**src/rtl/seg_addr_pkg.sv**
```systemverilog
package seg_addr_pkg;

  // Near access class encoding; the value is decoded by seg_select.
  typedef enum logic [1:0] {
    ACC_DATA  = 2'd0,
    ACC_CODE  = 2'd1,
    ACC_STACK = 2'd2,
    ACC_EXTRA = 2'd3
  } acc_class_e;

  // Which path produced the current address.
  typedef enum logic [1:0] {
    SRC_NEAR = 2'd0,
    SRC_FAR  = 2'd1,
    SRC_PUSH = 2'd2,
    SRC_POP  = 2'd3
  } addr_src_e;

endpackage

```
**src/rtl/seg_select.sv**
```systemverilog
module seg_select
  import seg_addr_pkg::*;
#(
  parameter int SEG_W = 16
) (
  input  acc_class_e       cls,
  input  logic             far_sel,
  input  logic [SEG_W-1:0] far_seg,
  input  logic [SEG_W-1:0] seg_data,
  input  logic [SEG_W-1:0] seg_code,
  input  logic [SEG_W-1:0] seg_stack,
  input  logic [SEG_W-1:0] seg_extra,
  input  logic             stack_op,
  output logic [SEG_W-1:0] seg_sel,
  output logic             far_used
);

  // A stack operation always uses the stack segment; far is ignored then.
  assign far_used = far_sel && !stack_op;

  always_comb begin
    if (stack_op) begin
      seg_sel = seg_stack;
    end else if (far_sel) begin
      seg_sel = far_seg;
    end else begin
      unique case (cls)
        ACC_DATA:  seg_sel = seg_data;
        ACC_CODE:  seg_sel = seg_code;
        ACC_STACK: seg_sel = seg_stack;
        ACC_EXTRA: seg_sel = seg_extra;
        default:   seg_sel = seg_data;
      endcase
    end
  end

endmodule

```
**src/rtl/stack_adjust.sv**
```systemverilog
module stack_adjust #(
  parameter int OFF_W      = 16,
  parameter int WORD_BYTES = 2
) (
  input  logic [OFF_W-1:0] sp_in,
  input  logic             push_req,
  input  logic             pop_req,
  output logic             stack_op,
  output logic             push_win,
  output logic [OFF_W-1:0] stk_off,
  output logic [OFF_W-1:0] sp_next
);

  localparam logic [OFF_W-1:0] STEP = OFF_W'(WORD_BYTES);

  // Pointer arithmetic is modulo 2^OFF_W by the width of the result.
  function automatic logic [OFF_W-1:0] sp_step(input logic [OFF_W-1:0] sp,
                                               input logic dec);
    return dec ? (sp - STEP) : (sp + STEP);
  endfunction

  assign stack_op = push_req || pop_req;
  assign push_win = push_req;          // push wins over a concurrent pop

  always_comb begin
    if (push_win) begin
      sp_next = sp_step(sp_in, 1'b1);
      stk_off = sp_next;               // pre-decrement, then address
    end else if (pop_req) begin
      sp_next = sp_step(sp_in, 1'b0);
      stk_off = sp_in;                 // address first, then increment
    end else begin
      sp_next = sp_in;
      stk_off = sp_in;
    end
  end

endmodule

```
**src/rtl/addr_form.sv**
```systemverilog
module addr_form #(
  parameter int SEG_W = 16,
  parameter int OFF_W = 16,
  parameter int SHIFT = 4,
  parameter int ADDR_W = SEG_W + SHIFT
) (
  input  logic [SEG_W-1:0]  seg,
  input  logic [OFF_W-1:0]  off,
  output logic [ADDR_W-1:0] phys
);

  // Carry beyond ADDR_W is dropped: addresses wrap inside the space.
  function automatic logic [ADDR_W-1:0] form_addr(input logic [SEG_W-1:0] s,
                                                  input logic [OFF_W-1:0] o);
    logic [ADDR_W-1:0] base;
    base = {s, {SHIFT{1'b0}}};
    return base + ADDR_W'(o);
  endfunction

  assign phys = form_addr(seg, off);

endmodule

```
**src/rtl/seg_addr_gen.sv**
```systemverilog
module seg_addr_gen
  import seg_addr_pkg::*;
#(
  parameter int SEG_W      = 16,
  parameter int OFF_W      = 16,
  parameter int SHIFT      = 4,
  parameter int WORD_BYTES = 2
) (
  input  logic                     clk,
  input  logic                     rst_n,
  input  logic                     req_valid,
  input  logic [1:0]               acc_class,
  input  logic                     far_sel,
  input  logic [SEG_W-1:0]         far_seg,
  input  logic [OFF_W-1:0]         offset,
  input  logic [SEG_W-1:0]         seg_data,
  input  logic [SEG_W-1:0]         seg_code,
  input  logic [SEG_W-1:0]         seg_stack,
  input  logic [SEG_W-1:0]         seg_extra,
  input  logic [OFF_W-1:0]         sp_in,
  input  logic                     push_req,
  input  logic                     pop_req,
  output logic                     addr_valid,
  output logic [SEG_W+SHIFT-1:0]   addr_out,
  output logic [OFF_W-1:0]         sp_out
);

  localparam int ADDR_W = SEG_W + SHIFT;

  // Named internal events, also used by the checker.
  logic              stack_op;
  logic              push_win;
  logic              far_used;
  logic              issue;
  logic [OFF_W-1:0]  stk_off;
  logic [OFF_W-1:0]  sp_next;
  logic [SEG_W-1:0]  seg_sel;
  logic [OFF_W-1:0]  off_sel;
  logic [ADDR_W-1:0] phys_w;
  addr_src_e         src;

  stack_adjust #(.OFF_W(OFF_W), .WORD_BYTES(WORD_BYTES)) stk_i (
    .sp_in    (sp_in),
    .push_req (push_req),
    .pop_req  (pop_req),
    .stack_op (stack_op),
    .push_win (push_win),
    .stk_off  (stk_off),
    .sp_next  (sp_next)
  );

  seg_select #(.SEG_W(SEG_W)) sel_i (
    .cls       (acc_class_e'(acc_class)),
    .far_sel   (far_sel),
    .far_seg   (far_seg),
    .seg_data  (seg_data),
    .seg_code  (seg_code),
    .seg_stack (seg_stack),
    .seg_extra (seg_extra),
    .stack_op  (stack_op),
    .seg_sel   (seg_sel),
    .far_used  (far_used)
  );

  always_comb begin
    if (push_win)      src = SRC_PUSH;
    else if (pop_req)  src = SRC_POP;
    else if (far_sel)  src = SRC_FAR;
    else               src = SRC_NEAR;
  end

  assign off_sel = (src == SRC_PUSH || src == SRC_POP) ? stk_off : offset;
  assign issue   = req_valid || stack_op;

  addr_form #(.SEG_W(SEG_W), .OFF_W(OFF_W), .SHIFT(SHIFT), .ADDR_W(ADDR_W)) form_i (
    .seg  (seg_sel),
    .off  (off_sel),
    .phys (phys_w)
  );

  always_ff @(posedge clk or negedge rst_n) begin
    if (!rst_n) begin
      addr_valid <= 1'b0;
      addr_out   <= '0;
      sp_out     <= '0;
    end else begin
      addr_valid <= issue;
      if (issue) addr_out <= phys_w;
      sp_out <= sp_next;
    end
  end

endmodule

```
**config.mk**
```make
export PLATFORM = sky130hd
export DESIGN_NAME = seg_addr_gen
export DESIGN_NICKNAME = d
export VERILOG_FILES = /design/src/rtl/seg_addr_pkg.sv /design/src/rtl/seg_select.sv /design/src/rtl/stack_adjust.sv /design/src/rtl/addr_form.sv /design/src/rtl/seg_addr_gen.sv
export SDC_FILE = /design/constraint.sdc
export NUM_CORES = 1
export LEC_CHECK = 0
export BUFFER_PORTS_ARGS = -buffer_cell sky130_fd_sc_hd__buf_4
export CORE_MARGIN = 2
export CORE_UTILIZATION = 35
export CTS_BUF_LIST = sky130_fd_sc_hd__clkbuf_2 sky130_fd_sc_hd__clkbuf_4 sky130_fd_sc_hd__clkbuf_8
export CTS_CLUSTER_DIAMETER = 100
export DETAILED_ROUTE_END_ITERATION = 8
export PLACE_DENSITY = 0.6
export SLEW_MARGIN = 20
export SYNTH_ARGS = -nofsm -noshare
export SYNTH_HDL_FRONTEND = slang
export SYNTH_SLANG_ARGS = --single-unit
```
**constraint.sdc**
```tcl
create_clock -name clk -period 1.6 [get_ports clk]
set_clock_uncertainty 0.15 [all_clocks]
set_input_delay 0.08 -clock clk [delete_from_list [all_inputs] [get_ports clk]]
set_output_delay 0.08 -clock clk [all_outputs]
set_load 0.005 [all_outputs]
```
* Word-level counts from Yosys, hierarchy flattened
Cells that the tools add are included.
** Storage, ports and cells
- Output and inout bits :: 37
- Logic and storage cells :: 25
- Input port bits :: 120
- Flip-flop bits (word level) :: 37
** Cells by class
- $add $sub $neg :: 3
- Equality and inequality tests :: 5
- Reductions and logical operators :: 4
- Multiplexer cells :: 10
** Operators with widths (count)
- two-way mux 16 bit :: 6
- one-hot mux 16 bit (4 select lines) :: 1
- adder 20 x 16 -> 20 bit :: 1
- adder 16 x 2 -> 16 bit (second input constant) :: 1
- subtractor 16 x 2 -> 16 bit (second input constant) :: 1
- == test 2 bit (second input constant) :: 4
- two-way mux 2 bit :: 2
- logical OR 1 bit :: 3
- == test 2 x 1 -> 1 bit (second input constant) :: 1
- zero test 2 bit :: 1
- two-way mux 1 bit :: 1

* Longest topological paths before layout
Gate-level depths: netlist of the first run.
- Depth after elaboration :: 7
- Gate-level depth with buffers :: 15
- Mapped depth without buffers :: 15

* Modules after synthesis
From an unflattened synthesis of the first run, not the netlist that was laid out.
** Unflattened totals
- Cells, all modules :: 364
- Area, all modules :: 3870.0 µm²
** Modules (own cells, without submodules)
- seg_addr_gen :: area an instance 1432.6 µm², instances 1, seq. area each 925.9 µm², cells an instance 79
- seg_select :: area an instance 827.0 µm², instances 1, seq. area each 0.0 µm², cells an instance 74
- addr_form :: area an instance 820.8 µm², instances 1, seq. area each 0.0 µm², cells an instance 108
- stack_adjust :: area an instance 789.5 µm², instances 1, seq. area each 0.0 µm², cells an instance 103

* Worst setup path before layout of the first run
Ideal clock, no wire load.
- Path kind :: input to register
- Start :: input sp_in[2]
- End :: register addr_out[19]
- Required time :: 1.368 ns
- Data arrival time :: 2.901 ns
- Cell stages on the path :: 15
- Slack :: -1.533 ns
- Buffers on the path :: 0
- Cell sequence :: inv_1 ha_1 or3b_4 nor4_4 nand3_2 or3_4 xor2_1 o21ai_2 ha_1 a21oi_1 and4_1 nand3_1 and3_1 a21o_1 a31oi_1
** Between the ends
- Cells in the longest elaborated chain, start to end :: 4
** RTL lines
- start, declared :: line seg_addr_gen.sv:20 : input logic [OFF_W-1:0] sp_in,
- subtractor 16 x 2 -> 16 bit :: line stack_adjust.sv:19 : return dec ? (sp - STEP) : (sp + STEP);
- two-way mux 16 bit * :: line stack_adjust.sv:26 : if (push_win) begin
- two-way mux 16 bit * :: line seg_addr_gen.sv:72 : assign off_sel = (src == SRC_PUSH || src == SRC_POP) ? stk_off : offset;
- adder 20 x 16 -> 20 bit * :: line addr_form.sv:17 : return base + ADDR_W'(o);
- end signal, assigned :: line seg_addr_gen.sv:88 : if (issue) addr_out <= phys_w;
- end, declared :: line seg_addr_gen.sv:24 : output logic [SEG_W+SHIFT-1:0] addr_out,
Mark *: on every way between the ends. The rest lies on a longest branch, timed or not.
A chain may end at the register's enable or synchronous reset.

* Worst setup path after layout of the first run
- Start :: input sp_in[1]
- End :: register addr_out[19]
The elaborated chain is that of the path after synthesis.

==> out/results.tsv, run 1 <==
metric	value	unit
status	finished, violations left	
failing checks	setup timing	
die width	103	um
die height	103	um
clk root buf	clkbuf_8	
Final WS setup	-1280	ps
Post-Synthesis Cell Area	3420	um2
CTS tree	built	
synth warn	0	
WP data required	1660	ps
drt total wl	11800	um
Final period util	1.80	
Setup crit start kind	input pin	
vias per inst	4.90	
initial antenna violation count	0	
port buffer count	156	
most frequent cells in the layout	259 x buf_4, 42 x nand2_1, 37 x dfrtp_1, 26 x nor2_1, 22 x o21ai_1	
Max stage delay cell, worst path	or3b_4	
Clock Path Buffers	2	
first-pass GRT wire length	18600	um
All-Layer GR Usage	0.224	
maximum vdd drop	356	uV
Final Hold Viols	0	
Detailed Routing Iterations Pass 1	4	
Final nets	790	
hold slack	14.0	ps
Post-Place Worst Slack	-1660	ps
final setup violation count	16	
wire per inst	15.0	um
commonest non-fill, non-tap cell in the layout	buf_4	
unique cell type count in the Yosys netlist	54	
MaxCap Viol Count	0	
H-tree depth	2	
non-filler cells, final	788	
Final Max Slew Viols	0	
fmax	348	MHz
CTS sink cnt	37	
Crit Path Class	input pin to flip-flop	
GR Overflow Total	0	
Final min period	2880	ps
ys flop type	dfrtp_1	
I/O pins	157	
core box area	9640	um2
gpl congestion	0.899	
Final ANT Viol Nets	0	
DP HPWL	9350	um
number of DRC markers in iteration 0	140	
dpl cells	757	
Post-synth EDFFs	0	
RSZ-0062 raised after global routing	yes	
Die Footprint	10600	um2
Mapped Nets	528	
largest net degree at the start of global routing	38	
critical path, cell by cell	buf_12, inv_12, ha_4, or3b_4, nor4_4, nand3_2, or3_4, xor2_2, o21ai_2, ha_4, a21oi_4, and4_1, nand3_1, and3_4, a21o_1, a31oi_1	
fillcell total	857	
most frequent CP cell	ha_4	
Remaining DRCs	0	
Data arrival, critical path	2940	ps
CP Capture Type	flip-flop	
crit-path max cell delay	400	ps
initial core utilization	0.354	
diode count	0	
leak pwr	2.88	nW
Worst-path clk slew	80	ps
area grow syn2layout	78.0	%
CP Max Fanout	4	
via count	3861	
worst skew pair latency	280	ps
Synth async-reset ratio	1.00	
Mapped Avg Cell Area	8.69	um2
CTS Buf Count	5	
HP Class	input pin to flip-flop	
fraction of layout cells with a size suffix above 1	0.525	
vias in the first global route	3985	
sequential area share after synthesis	0.271	
Worst-Margin Slew	504	ps
Pwr Total	3.83	mW
PD cells	630	nW/um2
#FFs+latches synth	37	
Gate Count Post-Synth	393	
row count	36	
Slew Limit Headroom	0.664	
==> synthesized netlist by cell type (3+ instances only) <==
cell	n	share of area
nand2_1	44	0.048
dfrtp_1	37	0.27
a21oi_1	27	0.040
nor2_1	27	0.030
xnor2_1	23	0.059
o21ai_1	22	0.032
clkbuf_1	19	0.021
mux2i_1	19	0.056
ha_1	14	0.051
mux4_2	14	0.092
inv_1	11	0.012
nand3_1	11	0.016
xor2_1	11	0.028
a31oi_1	9	0.016
nor2b_1	8	0.015
nor3_1	8	0.012
a211oi_1	7	0.015
o21ai_0	7	0.010
a21o_1	6	0.013
buf_2	6	0.0088
o21a_1	5	0.011
and2_1	4	0.0073
and4_1	4	0.010
nand2b_1	4	0.0073
a22oi_1	3	0.0066
a32oi_1	3	0.0077
and3_1	3	0.0055
or3_1	3	0.0055
==> what timing repair did <==
item                                    4_1_cts  5_1_grt
hold buffers                                 16        0
buffers inserted                              4        4
pin swaps                                    10       19
resized for setup                            19       29
endpoints found under the setup margin       16       18
hold endpoints to repair                     50        0
==> cell families after synthesis <==
| logic type | share of synthesized area |
|---|---|
| simple gates | 0.200 |
| compound gates | 0.181 |
| buf+inv | 0.0520 |
| flops | 0.271 |
| xor+xnor | 0.0871 |
| mux | 0.151 |
| fa+ha+maj | 0.0571 |
==> worst max-delay path, delay by kind of cell <==
family / cells / cell delay (ps)
and+or+nand+nor: 7 / 1530
AOI/OAI and AO/OA: 4 / 650
adders and majority gates: 2 / 370
xor gates and xnor gates: 1 / 160
buffers and inverters: 2 / 150
==> state kept, by name, indices dropped and copies added (netlist names) <==
register / cells
sp_out: 16
addr_valid: 1
addr_out: 20
==> power by group <==
| group | switching [mW] | total [mW] | internal, mW |
|---|---|---|---|
| clock network | 0.366 | 0.708 | 0.342 |
| logic | 0.828 | 1.96 | 1.13 |
| registers | 0.0797 | 1.17 | 1.09 |
==> cell type report <==
class / count / area (um2) / area share
multi-input combinational: 315 / 2590 / 0.426
clock buffer: 6 / 82.6 / 0.0136
tap: 133 / 166 / 0.0274
clock inverter: 1 / 7.51 / 0.00123
inverter: 12 / 65.1 / 0.0107
timing repair buffer: 284 / 2240 / 0.368
sequential: 37 / 926 / 0.152
==> worst paths after layout <==
path / startpoint / endpoint / slack, ps / depth (start not counted)
worst max-delay path: sp_in[1] / addr_out[19]$_DFFE_PN0P_ / -1280 / 16
max in group asynchronous: rst_n / addr_out[14]$_DFFE_PN0P_ / 780 / 2
worst max register to register: addr_out[0]$_DFFE_PN0P_ / addr_out[0]$_DFFE_PN0P_ / 230 / 3
min in group asynchronous: rst_n / sp_out[3]$_DFF_PN0_ / 130 / 2
worst min-delay path: sp_in[7] / sp_out[7]$_DFF_PN0_ / 10 / 3
worst min register to register: addr_out[4]$_DFFE_PN0P_ / addr_out[4]$_DFFE_PN0P_ / 330 / 2
==> routing by layer <==
| layer | global-route usage | part of all wire | routed length (um) |
|---|---|---|---|
| met5 | 0 | 0 | 0 |
| met4 | 0.0455 | 0.0094 | 111 |
| met3 | 0.0292 | 0.055 | 654 |
| met2 | 0.389 | 0.50 | 5910 |
| met1 | 0.300 | 0.43 | 5110 |
==> stage by stage <==
step           TNS (ps)  cell area (um2)   util
2_1_floorplan    -14470             3550      -
3_3_place_gp     -21130             5520  0.573
3_5_place_dp     -22140             5520  0.573
4_1_cts          -14550             5900  0.612
5_1_grt          -17450             6080  0.631
6_report         -15470             6080  0.631
Power figures use the tool's default switching activity.
==> run 2: changes to the inputs <==
Settings changed: CORE_MARGIN 2 to unset, PLACE_DENSITY 0.6 to unset, SKIP_CTS_REPAIR_TIMING set to 1.
==> out/results.tsv, run 2 (same netlist as run 1, synthesis figures left out) <==
metric	value	unit
Die Footprint	10200	um2
Setup crit start kind	input pin	
CTS Buf Count	5	
vias in the first global route	3695	
Worst-Margin Slew	513	ps
initial core utilization	0.366	
first-pass GRT wire length	17500	um
max reg flops	20	
Crit Path Class	input pin to flip-flop	
PD cells	659	nW/um2
DP HPWL	9470	um
leak pwr	2.86	nW
gpl congestion	0.836	
Final Hold Viols	1	
MaxCap Viol Count	0	
maximum vdd drop	433	uV
vias per inst	4.96	
number of DRC markers in iteration 0	159	
CP Capture Type	flip-flop	
most frequent cells in the layout	263 x buf_4, 42 x nand2_1, 37 x dfrtp_1, 27 x nor2_1, 22 x o21ai_1	
Worst-path clk slew	80	ps
Largest regs	addr_out (20), sp_out (16), addr_valid (1)	
I/O pins	157	
Final min period	2930	ps
CP Max Fanout	5	
Remaining DRCs	0	
status	finished, violations left	
Slew Limit Headroom	0.658	
core box area	9330	um2
fillcell total	785	
largest net degree at the start of global routing	38	
Final period util	1.83	
Final Max Slew Viols	0	
CTS tree	built	
row count	35	
Clock Path Buffers	2	
Final ANT Viol Nets	0	
initial antenna violation count	0	
GR Overflow Total	0	
CTS sink cnt	37	
die width	101	um
Final WS setup	-1330	ps
fmax	341	MHz
Biggest register	addr_out	
area grow syn2layout	75.7	%
RSZ-0062 raised after global routing	yes	
Multi-input gate area	2530	um2
diode count	0	
die height	101	um
Data arrival, critical path	3000	ps
via count	3893	
drt total wl	11900	um
H-tree depth	2	
commonest non-fill, non-tap cell in the layout	buf_4	
Reg area	926	um2
final setup violation count	16	
fraction of layout cells with a size suffix above 1	0.517	
All-Layer GR Usage	0.222	
port buffer count	156	
Detailed Routing Iterations Pass 1	4	
HP Class	input pin to flip-flop	
Final nets	790	
wire per inst	15.2	um
worst skew pair latency	280	ps
fin util	0.644	
clk root buf	clkbuf_8	
WP data required	1670	ps
failing checks	hold timing, setup timing	
hold slack	-31.5	ps
Post-Place Worst Slack	-1690	ps
run 2: changes by cell type in the layout (fill, tap and decap cells not counted), sizes merged:
cell         delta
buf             +1
bufinv          +1
clkinv          +1
clkinvlp        -1
dlygate4sd3     -1
run 2: layout make-up:
| type | instances | area share |
|---|---|---|
| multi-input combinational | 315 | 0.421 |
| inverter | 12 | 0.0108 |
| tap | 129 | 0.0269 |
| clock buffer | 6 | 0.0127 |
| sequential | 37 | 0.154 |
| timing repair buffer | 284 | 0.368 |
| clock inverter | 2 | 0.00646 |
run 2: final timing paths:
kind                                         startpoint                        to  slack (ps)  cells past startpoint
worst max-delay path                           sp_in[1]  addr_out[19]$_DFFE_PN0P_       -1330                     16
worst min-delay path                          sp_in[11]      sp_out[11]$_DFF_PN0_         -30                      3
worst max register to register  addr_out[0]$_DFFE_PN0P_   addr_out[0]$_DFFE_PN0P_         200                      3
worst min register to register  addr_out[4]$_DFFE_PN0P_   addr_out[4]$_DFFE_PN0P_         330                      2
max in group asynchronous                         rst_n  addr_out[11]$_DFFE_PN0P_         790                      2
min in group asynchronous                         rst_n       sp_out[2]$_DFF_PN0_         140                      2
run 2: routing by layer:
layer	vias up	GRT usage	routed length [um]
met5	-	0	0
met4	0	0.0524	113
met3	9	0.0347	553
met2	127	0.388	6070
met1	1815	0.287	5200
li1	1942	-	-
run 2: per-stage QoR:
stage	cell area, um2	total power, mW	TNS, ps	cells
floorplan	3550	1.98	-14470	393
global placement	5520	2.89	-21070	756
detailed placement	5520	2.93	-22180	756
CTS	5630	3.80	-15920	764
global route	6000	4.19	-17220	785
finish	6000	3.96	-15540	785
run 2: power breakdown:
group	switching, mW	internal, mW
clock	0.380	0.486
sequential	0.0857	1.09
combinational	0.811	1.11
run 2: worst max-delay path, stage by stage:
cell     delay [ps]
buf_12          110
inv_12           40
ha_4            110
or3b_4          400
nor4_4          190
nand3_2         140
or3_4           360
xor2_2          160
o21ai_2         210
ha_4            260
a21oi_4         170
and4_1          190
nand3_1          80
and3_4          180
a21o_1          150
a31oi_1         150
==> run 3: changes to the inputs <==
Settings changed: TNS_END_PERCENT set to 50.
==> out/results.tsv, run 3 (same netlist as run 1, synthesis figures left out) <==
metric	value	unit
Worst-path clk slew	90	ps
Pwr Total	3.76	mW
failing checks	hold timing, setup timing	
CP delay by family, top	simple AND/OR/NAND/NOR gates	
Combinational Power Share	0.501	
Data arrival, critical path	2940	ps
MaxCap Viol Count	0	
sequential fraction of design power	0.310	
Final ANT Viol Nets	0	
sw frac	0.329	
r2r setup slk	570	ps
Crit Path Class	input pin to flip-flop	
CTS tree	built	
All-Layer GR Usage	0.222	
Crit path buffers/inverters	2	
Clock Path Buffers	2	
I/O pins	157	
crit-path max cell delay	400	ps
Setup crit start kind	input pin	
gpl congestion	0.851	
initial core utilization	0.366	
maximum vdd drop	380	uV
most frequent CP cell	ha_4	
switching power	1.24	mW
area grow syn2layout	73.7	%
Final Max Slew Viols	0	
number of DRC markers in iteration 0	117	
worst skew pair latency	300	ps
leak pwr	2.81	nW
fmax	349	MHz
max reg flops	20	
FF-to-FF path depth	4	
initial antenna violation count	0	
Final min period	2870	ps
Final TNS setup	-14990	ps
HP Class	input pin to flip-flop	
fin util	0.636	
vias per inst	4.92	
PD cells	633	nW/um2
RR Startpoint	addr_out[1]$_DFFE_PN0P_	
CTS sink cnt	37	
hold slack	-12.8	ps
Detailed Routing Iterations Pass 1	4	
diode count	0	
critical path, cell by cell	buf_12, inv_12, ha_4, or3b_4, nor4_4, nand3_2, or3_4, xor2_2, o21ai_2, ha_4, a21oi_4, and4_1, nand3_1, and3_4, a21o_1, a31oi_1	
Largest regs	addr_out (20), sp_out (16), addr_valid (1)	
WP data required	1670	ps
Die Footprint	10200	um2
Max stage delay cell, worst path	or3b_4	
status	finished, violations left	
die width	101	um
Worst-Margin Slew	497	ps
Final WS setup	-1270	ps
fillcell total	828	
largest net degree at the start of global routing	38	
CP Max Fanout	5	
Pint	2.52	mW
most frequent cells in the layout	258 x buf_4, 42 x nand2_1, 37 x dfrtp_1, 27 x nor2_1, 23 x o21ai_1	
H-tree depth	2	
vias in the first global route	3739	
Clock Power Share	0.189	
fraction of layout cells with a size suffix above 1	0.513	
final setup violation count	16	
row count	35	
Final nets	784	
Final Hold Viols	2	
RSZ-0062 raised after global routing	yes	
Remaining DRCs	0	
DP HPWL	9290	um
first-pass GRT wire length	17700	um
GR Overflow Total	0	
Worst Hold Path EP	addr_out[19]$_DFFE_PN0P_	
wire per inst	14.6	um
CP Capture Type	flip-flop	
drt total wl	11400	um
Reg2Reg Capture Point	addr_out[1]$_DFFE_PN0P_	
die height	101	um
Biggest register	addr_out	
port buffer count	156	
clk root buf	clkbuf_8	
commonest non-fill, non-tap cell in the layout	buf_4	
Slew Limit Headroom	0.669	
via count	3825	
hold path cells	4	
Hold Startpoint	seg_stack[15]	
core box area	9330	um2
CTS Buf Count	5	
Final period util	1.79	
[run 3: power by group through the flow]
stage,Clock [mW],Sequential (mW),Combinational [mW]
final,0.709,1.17,1.88
after global routing,0.769,1.18,2.06
after CTS,0.732,1.17,1.73
after detailed placement,0,1.18,1.73
after global placement,0,1.18,1.70
after floorplan,0,1.19,0.784
[run 3: layout make-up]
type                       instances  area [um2]  area share
multi-input combinational        315        2520       0.425
timing repair buffer             278        2170       0.366
sequential                        37         926       0.156
tap                              129         161      0.0272
clock buffer                       6        82.6      0.0139
inverter                          12        65.1      0.0110
clock inverter                     1        7.51     0.00127
[run 3: how the worst max path moves through the flow]
stage | slack, ps | endpoint | cells after the start | start
5_1_grt | -1410 | addr_out[19]$_DFFE_PN0P_ | 16 | sp_in[1]
3_5_place_dp | -1640 | addr_out[19]$_DFFE_PN0P_ | 16 | sp_in[1]
4_1_cts | -1330 | addr_out[19]$_DFFE_PN0P_ | 16 | sp_in[1]
2_1_floorplan | -1310 | addr_out[19]$_DFFE_PN0P_ | 15 | sp_in[1]
3_3_place_gp | -1550 | addr_out[19]$_DFFE_PN0P_ | 16 | sp_in[1]
6_report | -1270 | addr_out[19]$_DFFE_PN0P_ | 16 | sp_in[1]
[run 3: per-stage QoR]
stage,cells,worst slack [ps],area [um2]
3_3_place_gp,753,-1550,5500
3_5_place_dp,753,-1640,5500
6_report,778,-1270,5930
5_1_grt,778,-1410,5930
4_1_cts,760,-1330,5590
2_1_floorplan,393,-1310,3520
[run 3: worst register-to-register path, cell delays in order, from the launching register on]
cell	delay [ps]
dfrtp_1	390
mux2i_1	130
nor2_1	50
a21oi_1	110
mux2i_1	90
[run 3: metal layers]
metal	vias to the layer above	wire (um)	GRT usage	share of wire
li1	1924	-	-	-
met1	1781	5220	0.294	0.46
met2	111	5540	0.383	0.49
met3	9	501	0.0298	0.044
met4	0	131	0.0569	0.012
met5	-	0	0	0
